--- src/rtl/lpm_pkg.sv ---
package lpm_pkg;

  typedef enum logic [1:0] {
    MODE_RUN  = 2'd0,
    MODE_IDLE = 2'd1,
    MODE_STBY = 2'd2,
    MODE_HALT = 2'd3
  } lpm_mode_e;

  typedef enum logic [2:0] {
    ST_RUN,
    ST_IDLE,
    ST_STBY,
    ST_HALT,
    ST_WARM
  } lpm_state_e;

  // Does this event set end the given level?
  function automatic logic level_wake(lpm_mode_e lvl, logic irq_live,
                                      logic wdog, logic ext);
    logic hit;
    case (lvl)
      MODE_IDLE: hit = irq_live | wdog;
      MODE_STBY: hit = ext;
      MODE_HALT: hit = ext;
      default:   hit = 1'b0;
    endcase
    return hit;
  endfunction

  // Status view of an internal state; the settling window reports deep sleep.
  function automatic lpm_mode_e state_to_mode(lpm_state_e s);
    lpm_mode_e m;
    case (s)
      ST_IDLE: m = MODE_IDLE;
      ST_STBY: m = MODE_STBY;
      ST_HALT: m = MODE_HALT;
      ST_WARM: m = MODE_HALT;
      default: m = MODE_RUN;
    endcase
    return m;
  endfunction

  function automatic lpm_state_e mode_to_state(lpm_mode_e m);
    lpm_state_e s;
    case (m)
      MODE_IDLE: s = ST_IDLE;
      MODE_STBY: s = ST_STBY;
      MODE_HALT: s = ST_HALT;
      default:   s = ST_RUN;
    endcase
    return s;
  endfunction

endpackage

--- src/rtl/lpm_wake.sv ---
module lpm_wake
  import lpm_pkg::*;
#(
  parameter int NPER = 4
) (
  input  logic [NPER-1:0] per_irq,
  input  logic [NPER-1:0] per_clk_en,
  input  logic            wdog_evt,
  input  logic            ext_wake,
  input  lpm_mode_e       cur_lvl,
  input  lpm_mode_e       req_lvl,
  output logic            wake_cur,
  output logic            wake_req
);

  logic irq_live;

  // only a peripheral whose clock runs can raise a wake request
  assign irq_live = |(per_irq & per_clk_en);
  assign wake_cur = level_wake(cur_lvl, irq_live, wdog_evt, ext_wake);
  assign wake_req = level_wake(req_lvl, irq_live, wdog_evt, ext_wake);

endmodule

--- src/rtl/lpm_warm_cnt.sv ---
module lpm_warm_cnt #(
  parameter int OSC_CYC = 8
) (
  input  logic clk,
  input  logic rst_n,
  input  logic active,
  output logic done
);

  localparam int CW = (OSC_CYC < 2) ? 1 : $clog2(OSC_CYC);

  logic [CW-1:0] cnt_q;

  always_ff @(posedge clk or negedge rst_n) begin
    if (!rst_n)      cnt_q <= '0;
    else if (active) cnt_q <= cnt_q + 1'b1;
    else             cnt_q <= '0;
  end

  assign done = active && (cnt_q == CW'(OSC_CYC - 1));

endmodule

--- src/rtl/lpm_fsm.sv ---
module lpm_fsm
  import lpm_pkg::*;
(
  input  logic       clk,
  input  logic       rst_n,
  input  logic       enter,
  input  lpm_mode_e  req_lvl,
  input  logic       wake_cur,
  input  logic       wake_req,
  input  logic       warm_done,
  output lpm_state_e state,
  output logic       enter_ok
);

  lpm_state_e st_q, st_d;

  assign enter_ok = (st_q == ST_RUN) && enter && (req_lvl != MODE_RUN) && !wake_req;

  always_comb begin
    st_d = st_q;
    case (st_q)
      ST_RUN:  if (enter_ok)  st_d = mode_to_state(req_lvl);
      ST_IDLE: if (wake_cur)  st_d = ST_RUN;
      ST_STBY: if (wake_cur)  st_d = ST_RUN;
      ST_HALT: if (wake_cur)  st_d = ST_WARM;
      ST_WARM: if (warm_done) st_d = ST_RUN;
      default:                st_d = ST_RUN;
    endcase
  end

  always_ff @(posedge clk or negedge rst_n) begin
    if (!rst_n) st_q <= ST_RUN;
    else        st_q <= st_d;
  end

  assign state = st_q;

endmodule

--- src/rtl/lpm_gates.sv ---
module lpm_gates
  import lpm_pkg::*;
#(
  parameter int NPER = 4
) (
  input  lpm_state_e      state,
  input  logic [NPER-1:0] per_clk_en,
  output logic            cpu_clk_en,
  output logic [NPER-1:0] per_clk_gate,
  output logic            osc_en,
  output logic            pll_en
);

  logic per_on;

  assign per_on     = (state == ST_RUN) || (state == ST_IDLE);
  assign cpu_clk_en = (state == ST_RUN);

  for (genvar g = 0; g < NPER; g++) begin : g_pgate
    assign per_clk_gate[g] = per_on & per_clk_en[g];
  end

  assign osc_en = (state != ST_HALT);
  assign pll_en = (state != ST_HALT);

endmodule

--- src/rtl/lpm_ctrl.sv ---
module lpm_ctrl
  import lpm_pkg::*;
#(
  parameter int NPER    = 4,
  parameter int OSC_CYC = 8
) (
  input  logic            clk,
  input  logic            rst_n,
  input  logic [1:0]      mode_req,
  input  logic            enter,
  input  logic [NPER-1:0] per_clk_en,
  input  logic [NPER-1:0] per_irq,
  input  logic            wdog_evt,
  input  logic            ext_wake,
  output logic            cpu_clk_en,
  output logic [NPER-1:0] per_clk_gate,
  output logic            osc_en,
  output logic            pll_en,
  output logic [1:0]      mode
);

  lpm_state_e state;
  lpm_mode_e  cur_lvl;
  lpm_mode_e  req_lvl;
  logic       wake_cur;
  logic       wake_req;
  logic       warm_done;
  logic       enter_ok;
  logic       warm_active;

  assign req_lvl     = lpm_mode_e'(mode_req);
  assign cur_lvl     = state_to_mode(state);
  assign warm_active = (state == ST_WARM);

  lpm_wake #(.NPER(NPER)) u_wake (
    .per_irq    (per_irq),
    .per_clk_en (per_clk_en),
    .wdog_evt   (wdog_evt),
    .ext_wake   (ext_wake),
    .cur_lvl    (cur_lvl),
    .req_lvl    (req_lvl),
    .wake_cur   (wake_cur),
    .wake_req   (wake_req)
  );

  lpm_warm_cnt #(.OSC_CYC(OSC_CYC)) u_warm (
    .clk    (clk),
    .rst_n  (rst_n),
    .active (warm_active),
    .done   (warm_done)
  );

  lpm_fsm u_fsm (
    .clk       (clk),
    .rst_n     (rst_n),
    .enter     (enter),
    .req_lvl   (req_lvl),
    .wake_cur  (wake_cur),
    .wake_req  (wake_req),
    .warm_done (warm_done),
    .state     (state),
    .enter_ok  (enter_ok)
  );

  lpm_gates #(.NPER(NPER)) u_gates (
    .state        (state),
    .per_clk_en   (per_clk_en),
    .cpu_clk_en   (cpu_clk_en),
    .per_clk_gate (per_clk_gate),
    .osc_en       (osc_en),
    .pll_en       (pll_en)
  );

  assign mode = cur_lvl;

endmodule

--- config.mk ---
export PLATFORM = sky130hd
export DESIGN_NAME = lpm_ctrl
export DESIGN_NICKNAME = d
export VERILOG_FILES = /design/src/rtl/lpm_pkg.sv /design/src/rtl/lpm_wake.sv /design/src/rtl/lpm_warm_cnt.sv /design/src/rtl/lpm_fsm.sv /design/src/rtl/lpm_gates.sv /design/src/rtl/lpm_ctrl.sv
export SDC_FILE = /design/constraint.sdc
export NUM_CORES = 1
export LEC_CHECK = 0
export BUFFER_PORTS_ARGS = -buffer_cell sky130_fd_sc_hd__buf_4
export CORE_AREA = 3 3 40 42
export DETAILED_ROUTE_END_ITERATION = 10
export DIE_AREA = 0 0 43 45
export PLACE_DENSITY_LB_ADDON = 0.12
export SYNTH_ARGS = -nofsm -noshare
export SYNTH_HDL_FRONTEND = slang
export SYNTH_SLANG_ARGS = --single-unit
--- constraint.sdc ---
create_clock -name clk -period 1.85 [get_ports clk]
set_clock_uncertainty 0.15 [all_clocks]
set_input_delay 0.37 -clock clk [delete_from_list [all_inputs] [get_ports clk]]
set_output_delay 0.37 -clock clk [all_outputs]
set_load 0.05 [all_outputs]
==> impl_metrics.yaml, run 1 <==
pwr:
  swShare: 0.373
  power.switching_uw: 168
  clockPowerShare: 0.260
  power.internal_uw: 283
  finalPower_uw: 451
  power_frac_comb: 0.412
  vdd_drop_max_v: 0.000227
  seqPwrFrac: 0.328
  power_density_nw_per_um2: 736
  p_leak_uw: 0.000340
hold_path:
  min-delay-start: "ext_wake"
  hold_end: "u_fsm.state[1]$_DFFE_PN0P_"
  holdCritPathClass: "in2reg"
  whs_path_depth: 2
routing:
  viasPerCell: 4.71
  drt-total-wl_um: 922
  dr.pass1.iters: 2
  ant_nets: 0
  dr.first_iter.drc_count: 3
  vias: 391
  wl_per_cell_um: 11.1
  drc: 0
place:
  placedCellCount: 76
  gp_congestion: 0.682
  numPortBuffers: 23
  place_area_sq_um: 542
setup_path:
  worst_setup_path_end_kind: "primary output"
  slowest_stage: "dfrtp_2"
  required_ns: 1.33
  reg2reg_slack_ns: 0.54
  crit_path_start_kind: "flip-flop"
  reg2reg_from: "u_fsm.state[2]$_DFFE_PN0P_"
  cp_cell_sequence: "dlymetal6s2s_1 > o21ai_0 > buf_4"
  max_stage_delay_ns: 0.44
  cp_max_fo: 6
  reg2reg_depth: 3
  worstPathArrival_ns: 1.29
  r2r_end: "u_fsm.state[0]$_DFFE_PN0P_"
  crit_type: "reg2out"
  critPathLaunch: "u_fsm.state[2]$_DFFE_PN0P_"
die:
  num_rows: 13
  die_y_um: 45
  pin_count: 24
  core_area_sq_um: 1280
  die_area_sq_um: 1940
  die_w_um: 43
  initial_core_util: 0.284
logic_synthesis:
  syn_avg_cell_area_sq_um: 9.13
  netlist.area_leader.share: 0.411
  syn-cell-area_sq_um: 365
  yosys_warnings: 0
  synth_cells: 40
  synth_seq_cells: 6
  synth-seq-area-share: 0.411
  synth_cell_types: 20
  ys_top_cells_by_area: "dfrtp_1, and2_1, ha_1, buf_4, nor2_1"
  synth_area_leader_cell: "dfrtp_1"
  synth_nets: 57
clocking:
  worstSkewPairLatency_ns: 0.24
  clkTransAtPathRegs_ns: 0.05
  cts.htree.levels: 1
  cts-root-buf: "clkbuf_4"
  cts_buffers: 3
  cts_num_sinks: 6
  cts_tree: "yes"
  cts_buffer_depth: 2
timing:
  setup_violations: 0
  final.period_utilization: 0.981
  worst_pin_slew_ns: 0.238
  whs_ns: 0.153
  slew_headroom: 0.841
  finalHoldViolCount: 0
  fin_crit_ns: 1.81
  slew_viol_final: 0
  fmax_mhz: 551
global_routing:
  antenna_found_initial: 0
  met1_usage: 0.134
  grt_use_met2: 0.150
  met3_usage: 0.0120
  grt_busiest_layer: "met2"
  overflow: 0
  grt_pass1_wl_um: 1480
  grt_start_max_net_pins: 11
  grt_pass1_vias: 374
  track_usage: 0.100
cells_and_area:
  regArea_sq_um: 154
  nNetsFinal: 87
  area_delta_synth_final_pct: 67.8
  multi_input_area_sq_um: 193
  fin_cells: 83
  num-fill-cells: 132
  utilization: 0.477
  drive_gt1_frac: 0.559
  design_area_sq_um: 613
  num_antenna_cells: 0
run:
  cap_violations: 0
status:
  status: "completed"
## what timing repair did
| item | in CTS | in global routing |
|---|---|---|
| gates resized for setup | 2 | 4 |
| endpoints found under the setup margin | 4 | 8 |
| hold buffers | 1 | 0 |
| setup buffers | 0 | 3 |
| endpoints found under the hold margin | 6 | 0 |
## cell type report
| type | instances | area share |
|---|---|---|
| sequential | 6 | 0.251 |
| clock buffer | 3 | 0.0367 |
| multi-input combinational | 28 | 0.314 |
| inverter | 4 | 0.0245 |
| tap | 15 | 0.0306 |
| timing repair buffer | 27 | 0.343 |
## synthesized netlist by cell type, drive strengths merged
cell and instances:
o21ai 2, o22ai 1, dfrtp 6, nand4 1, and3b 1, buf 2
inv 4, o32ai 1, nor3 2, and2 5, nor2 4, and3 2
nand2 2, a22oi 1, a21oi 1, or3 1, ha 2, a31oi 2
## cell usage in the layout, fill, tap and decap left out, types with 3 or more instances in the layout
master    netlist  final
and2_1          4      4
dfrtp_1         6      3
dfrtp_2         0      3
buf_4           2     25
clkbuf_4        0      3
inv_1           3      3
## power by group through the flow
stage / logic (uW) / registers [uW] / clock network [uW]
floorplan: 112 / 144 / 0
CTS: 177 / 148 / 123
finish: 186 / 148 / 117
global placement: 175 / 149 / 0
detailed placement: 174 / 149 / 0
global route: 199 / 149 / 126
## worst max-delay path: cells and delay by family, from the launching register on
kind            cells  cell delay [ns]
compound gates      1             0.20
buf+inv             2             0.42
flops               1             0.44
## how the worst max path moves through the flow
stage                   end  slack (ns)  cells after the start
finish              mode[0]        0.04                      3
global route        mode[0]      -0.008                      3
CTS                 mode[0]       0.006                      4
detailed placement   osc_en        0.24                      3
global placement     osc_en        0.25                      3
floorplan           mode[0]       -0.27                      2
## flip-flops by register name (all words and copies together) (netlist names)
signal,flops
u_warm.cnt_q,3
u_fsm.state,3
## per-layer routing
metal  share of wire  routed length (um)
met5               0                   0
met4               0                   0
met3            0.11                  99
met2            0.47                 432
met1            0.42                 390
## through the flow
| step | worst slack, ns | setup TNS (ns) |
|---|---|---|
| floorplan | -0.267 | -0.792 |
| global placement | 0.255 | 0 |
| detailed placement | 0.245 | 0 |
| CTS | 0.00553 | 0 |
| global route | -0.00763 | -0.0105 |
| finish | 0.0355 | 0 |
## cell families (layout without fill, tap and decap cells)
| kind of cell | Yosys count | in the layout | share of synthesized area |
|---|---|---|---|
| AO/OA/AOI/OAI | 8 | 8 | 0.154 |
| adder cells (fa/ha/maj) | 2 | 2 | 0.0685 |
| AND/OR/NAND/NOR | 18 | 18 | 0.284 |
| flip-flops | 6 | 6 | 0.411 |
| buffers and inverters | 6 | 34 | 0.0822 |
Note: power is estimated with default switching activity, not from simulation.
==> inputs of run 2 (changes only) <==
==> constraint.sdc (replaced) <==
create_clock -name clk -period 1.85 [get_ports clk]
set_clock_uncertainty 0.15 [all_clocks]
set_input_delay 0.0925 -clock clk [delete_from_list [all_inputs] [get_ports clk]]
set_output_delay 0.0925 -clock clk [all_outputs]
set_load 0.05 [all_outputs]
==> run 2 against run 1 <==
  * Power fell by 2.6%
  * Highest routed layer unchanged
  * Sequential power barely moved
  * Via count fell by 4.6%
  * Register-to-register slack improved by 0.04 ns
  * Critical endpoint is now pll_en
  * Combinational power fell by 5%
  * Hold slack got worse by 0.14 ns
==> impl_metrics.yaml, run 2 (synthesized netlist as in run 1, its figures left out) <==
routing:
  vias: 373
  drt-total-wl_um: 846
  ant_nets: 0
  viasPerCell: 4.60
  drc: 0
  dr.first_iter.drc_count: 2
  wl_per_cell_um: 10.4
  dr.pass1.iters: 2
cells_and_area:
  utilization: 0.455
  fin_cells: 81
  num_antenna_cells: 0
  drive_gt1_frac: 0.455
  regArea_sq_um: 150
  multi_input_area_sq_um: 185
  layout_commonest_cell: "buf_4"
  num-fill-cells: 135
  layout_common_cells: "buf_4, dfrtp_1, nor2_1, and2_1"
  nNetsFinal: 85
  area_delta_synth_final_pct: 59.9
global_routing:
  grt_pass1_wl_um: 1460
  grt_start_max_net_pins: 11
  track_usage: 0.0979
  antenna_found_initial: 0
  overflow: 0
  grt_pass1_vias: 367
hold_path:
  holdCritPathClass: "in2reg"
place:
  numPortBuffers: 23
  gp_congestion: 0.682
  placedCellCount: 76
timing:
  slew_headroom: 0.828
  finalHoldViolCount: 0
  fin_crit_ns: 1.57
  final.period_utilization: 0.851
  finalSetupTns_ns: 0
  worst_pin_slew_ns: 0.258
  setup_violations: 0
  rsz0062_at_grt: "false"
  fmax_mhz: 635
  slew_viol_final: 0
die:
  pin_count: 24
  die_y_um: 45
  num_rows: 13
  die_area_sq_um: 1940
  core_area_sq_um: 1280
  initial_core_util: 0.284
  die_w_um: 43
clocking:
  cts_buffers: 3
  cts_num_sinks: 6
  clkTransAtPathRegs_ns: 0.05
  worstSkewPairLatency_ns: 0.24
  postCtsSetupRepairBufs: 0
  cts_hold_buffers: 2
  cts_buffer_depth: 2
  cts_resized: 0
  cts.htree.levels: 1
  cts_tree: "yes"
  cts-root-buf: "clkbuf_4"
setup_path:
  required_ns: 1.61
  crit_type: "reg2out"
  crit_path_start_kind: "flip-flop"
  cp_max_fo: 10
  worst_setup_path_end_kind: "primary output"
  worstPathArrival_ns: 1.33
pwr:
  vdd_drop_max_v: 0.000237
  p_leak_uw: 0.000315
  power_density_nw_per_um2: 752
run:
  cap_violations: 0
status:
  status: "completed"
[run 2: changes by cell type in the layout (fill, tap and decap cells not counted), sizes merged]
cell          before  now
buf               25   23
dlygate4sd3        1    2
dlymetal6s2s       1    0
[run 2: layout make-up]
type / instances / area share
Sequential cell: 6 / 0.257
Multi-Input combinational cell: 28 / 0.317
Clock buffer: 3 / 0.0385
Inverter: 4 / 0.0257
Tap cell: 15 / 0.0321
Timing Repair Buffer: 25 / 0.330
[run 2: report_power, final]
| group | internal [uW] | leakage, uW | switching [uW] | total [uW] |
|---|---|---|---|---|
| registers | 138 | 0.0000826 | 9.22 | 147 |
| logic | 65.4 | 0.000218 | 111 | 176 |
| clock network | 73.1 | 0.0000138 | 43.3 | 116 |
[run 2: metal layers]
metal | vias up | GRT usage | wire length [um]
li1 | 194 | - | -
met1 | 160 | 0.134 | 378
met2 | 19 | 0.141 | 370
met3 | 0 | 0.0120 | 97
met4 | 0 | 0.0723 | 0
met5 | - | 0 | 0
[run 2: stage by stage]
| stage | hold WS [ns] | cell area, sq um | total power (uW) | setup slack (ns) |
|---|---|---|---|---|
| finish | 0.0142 | 584 | 439 | 0.275 |
| global route | 0.0573 | 584 | 463 | 0.182 |
| CTS | 0.0123 | 584 | 448 | 0.257 |
| detailed placement | -0.245 | 542 | 323 | 0.520 |
| global placement | -0.246 | 542 | 324 | 0.532 |
| floorplan | -0.353 | 365 | 256 | 0.0105 |
[run 2: final timing paths]
check / start / end / slack (ns) / depth (start not counted)
max in group asynchronous: rst_n / u_fsm.state[0]$_DFFE_PN0P_ / 1.38 / 2
worst max-delay path: u_fsm.state[2]$_DFFE_PN0P_ / pll_en / 0.28 / 2
worst min register to register: u_warm.cnt_q[0]$_DFF_PN0_ / u_warm.cnt_q[0]$_DFF_PN0_ / 0.28 / 1
worst max register to register: u_warm.cnt_q[0]$_DFF_PN0_ / u_warm.cnt_q[2]$_DFF_PN0_ / 0.58 / 3
min in group asynchronous: rst_n / u_warm.cnt_q[2]$_DFF_PN0_ / 0.05 / 2
worst min-delay path: wdog_evt / u_fsm.state[0]$_DFFE_PN0P_ / 0.01 / 4
[run 2: critical path: stages, from the launching register on]
cell	delay (ns)
dfrtp_1	0.46
or3_4	0.43
buf_4	0.20
==> inputs of run 3 (changes only) <==
CTS_BUF_LIST = sky130_fd_sc_hd__clkbuf_4 sky130_fd_sc_hd__clkbuf_8   (was unset)
clock period = 1.57 ns   (was 1.85 ns; I/O delays follow)
==> run 3 against run 2 <==
  * The flow now finishes with violations (negative hold slack)
  * Sequential power up 18%
  * Non-clock buffer count up 3
  * Global-route usage up 0.42 points
  * First-iteration DRC count rose to 2.5 times the previous value
  * Highest routed layer unchanged
==> impl_metrics.yaml, run 3 (synthesized netlist as in run 1, its figures left out) <==
status:
  violations: "negative hold slack"
  status: "complete, but fails checks"
die:
  pin_count: 24
  num_rows: 13
  die_area_sq_um: 1940
  core_area_sq_um: 1280
  die_y_um: 45
  die_w_um: 43
  initial_core_util: 0.284
cells_and_area:
  fin_cells: 84
  layout_commonest_cell: "buf_4"
  area_delta_synth_final_pct: 69.9
  num_antenna_cells: 0
  nNetsFinal: 88
  drive_gt1_frac: 0.536
  num-fill-cells: 131
  layout_common_cells: "buf_4, and2_1"
global_routing:
  overflow: 0
  grt_pass1_wl_um: 1480
  track_usage: 0.102
  grt_pass1_vias: 376
  antenna_found_initial: 0
  grt_start_max_net_pins: 11
pwr:
  clockPowerShare: 0.261
  power.internal_uw: 335
  power_frac_comb: 0.413
  power_density_nw_per_um2: 857
  seqPwrFrac: 0.326
  finalPower_uw: 532
  vdd_drop_max_v: 0.000273
  swShare: 0.371
  power.switching_uw: 197
  p_leak_uw: 0.000344
timing:
  slew_viol_final: 0
  worst_pin_slew_ns: 0.232
  finalHoldViolCount: 1
  setup_ws_ns: 0.0551
  fmax_mhz: 660
  final.period_utilization: 0.965
  slew_headroom: 0.845
  whs_ns: -0.00523
  finalSetupTns_ns: 0
  setup_violations: 0
  fin_crit_ns: 1.51
run:
  cap_violations: 0
routing:
  drt-total-wl_um: 919
  viasPerCell: 4.79
  drc: 0
  dr.pass1.iters: 2
  ant_nets: 0
  vias: 402
  wl_per_cell_um: 10.9
  dr.first_iter.drc_count: 5
setup_path:
  required_ns: 1.34
  worst_setup_path_end_kind: "primary output"
  worstPathArrival_ns: 1.29
  cp_max_fo: 6
  crit_path_start_kind: "flip-flop"
  crit_type: "reg2out"
place:
  pre_cts_ws_ns: 0.256
  gp_congestion: 0.682
  numPortBuffers: 23
  placedCellCount: 76
clocking:
  cts.htree.levels: 1
  cts_buffer_depth: 2
  clkTransAtPathRegs_ns: 0.05
  cts_tree: "yes"
  worstSkewPairLatency_ns: 0.24
  cts_buffers: 3
  cts-root-buf: "clkbuf_4"
  cts_num_sinks: 6
hold_path:
  holdCritPathClass: "in2reg"
[run 3: layout make-up]
class                      instances  area, sq um  area share
multi-input combinational         28          190       0.306
clock buffer                       3         22.5      0.0363
sequential                         6          154       0.248
inverter                           4         15.0      0.0242
tap                               15         18.8      0.0302
timing repair buffer              28          220       0.355
[run 3: worst paths after layout]
| check | depth (start not counted) | slack [ns] | startpoint | endpoint |
|---|---|---|---|---|
| max | 2 | 0.06 | u_fsm.state[2]$_DFFE_PN0P_ | osc_en |
| min | 4 | -0.005 | wdog_evt | u_fsm.state[0]$_DFFE_PN0P_ |
| max reg2reg | 3 | 0.27 | u_fsm.state[2]$_DFFE_PN0P_ | u_fsm.state[0]$_DFFE_PN0P_ |
| min reg2reg | 1 | 0.28 | u_warm.cnt_q[0]$_DFF_PN0_ | u_warm.cnt_q[0]$_DFF_PN0_ |
| max in group asynchronous | 2 | 1.10 | rst_n | u_fsm.state[0]$_DFFE_PN0P_ |
| min in group asynchronous | 2 | 0.03 | rst_n | u_warm.cnt_q[2]$_DFF_PN0_ |
[run 3: metal layers]
| layer | global-route usage | up-vias | part of all wire |
|---|---|---|---|
| met5 | 0 | - | 0 |
| met4 | 0.0723 | 0 | 0 |
| met3 | 0.0239 | 0 | 0.11 |
| met2 | 0.150 | 19 | 0.48 |
| met1 | 0.132 | 184 | 0.42 |
| li1 | - | 199 | - |
[run 3: worst max-delay path: stages, from the launching register on]
cell,delay [ns]
dfrtp_2,0.44
or3_4,0.41
buf_4,0.20
[run 3: metrics by stage]
step	util	instance area, sq um
2_1_floorplan	-	365
3_3_place_gp	0.422	542
3_5_place_dp	0.422	542
4_1_cts	0.457	587
5_1_grt	0.483	621
6_report	0.483	621
[run 3: repair_timing]
action	in CTS	in global routing
gates resized for setup	2	3
buffers inserted	0	3
pin swaps	0	0
endpoints found under the setup margin	3	8
endpoints found under the hold margin	9	0
hold buffers	2	0
[run 3: power groups by stage]
stage | Clock [uW] | Sequential [uW] | Combinational [uW]
after CTS | 145 | 174 | 210
after floorplan | 0 | 170 | 132
after global routing | 151 | 175 | 236
after detailed placement | 0 | 176 | 206
final | 139 | 174 | 220
after global placement | 0 | 175 | 207
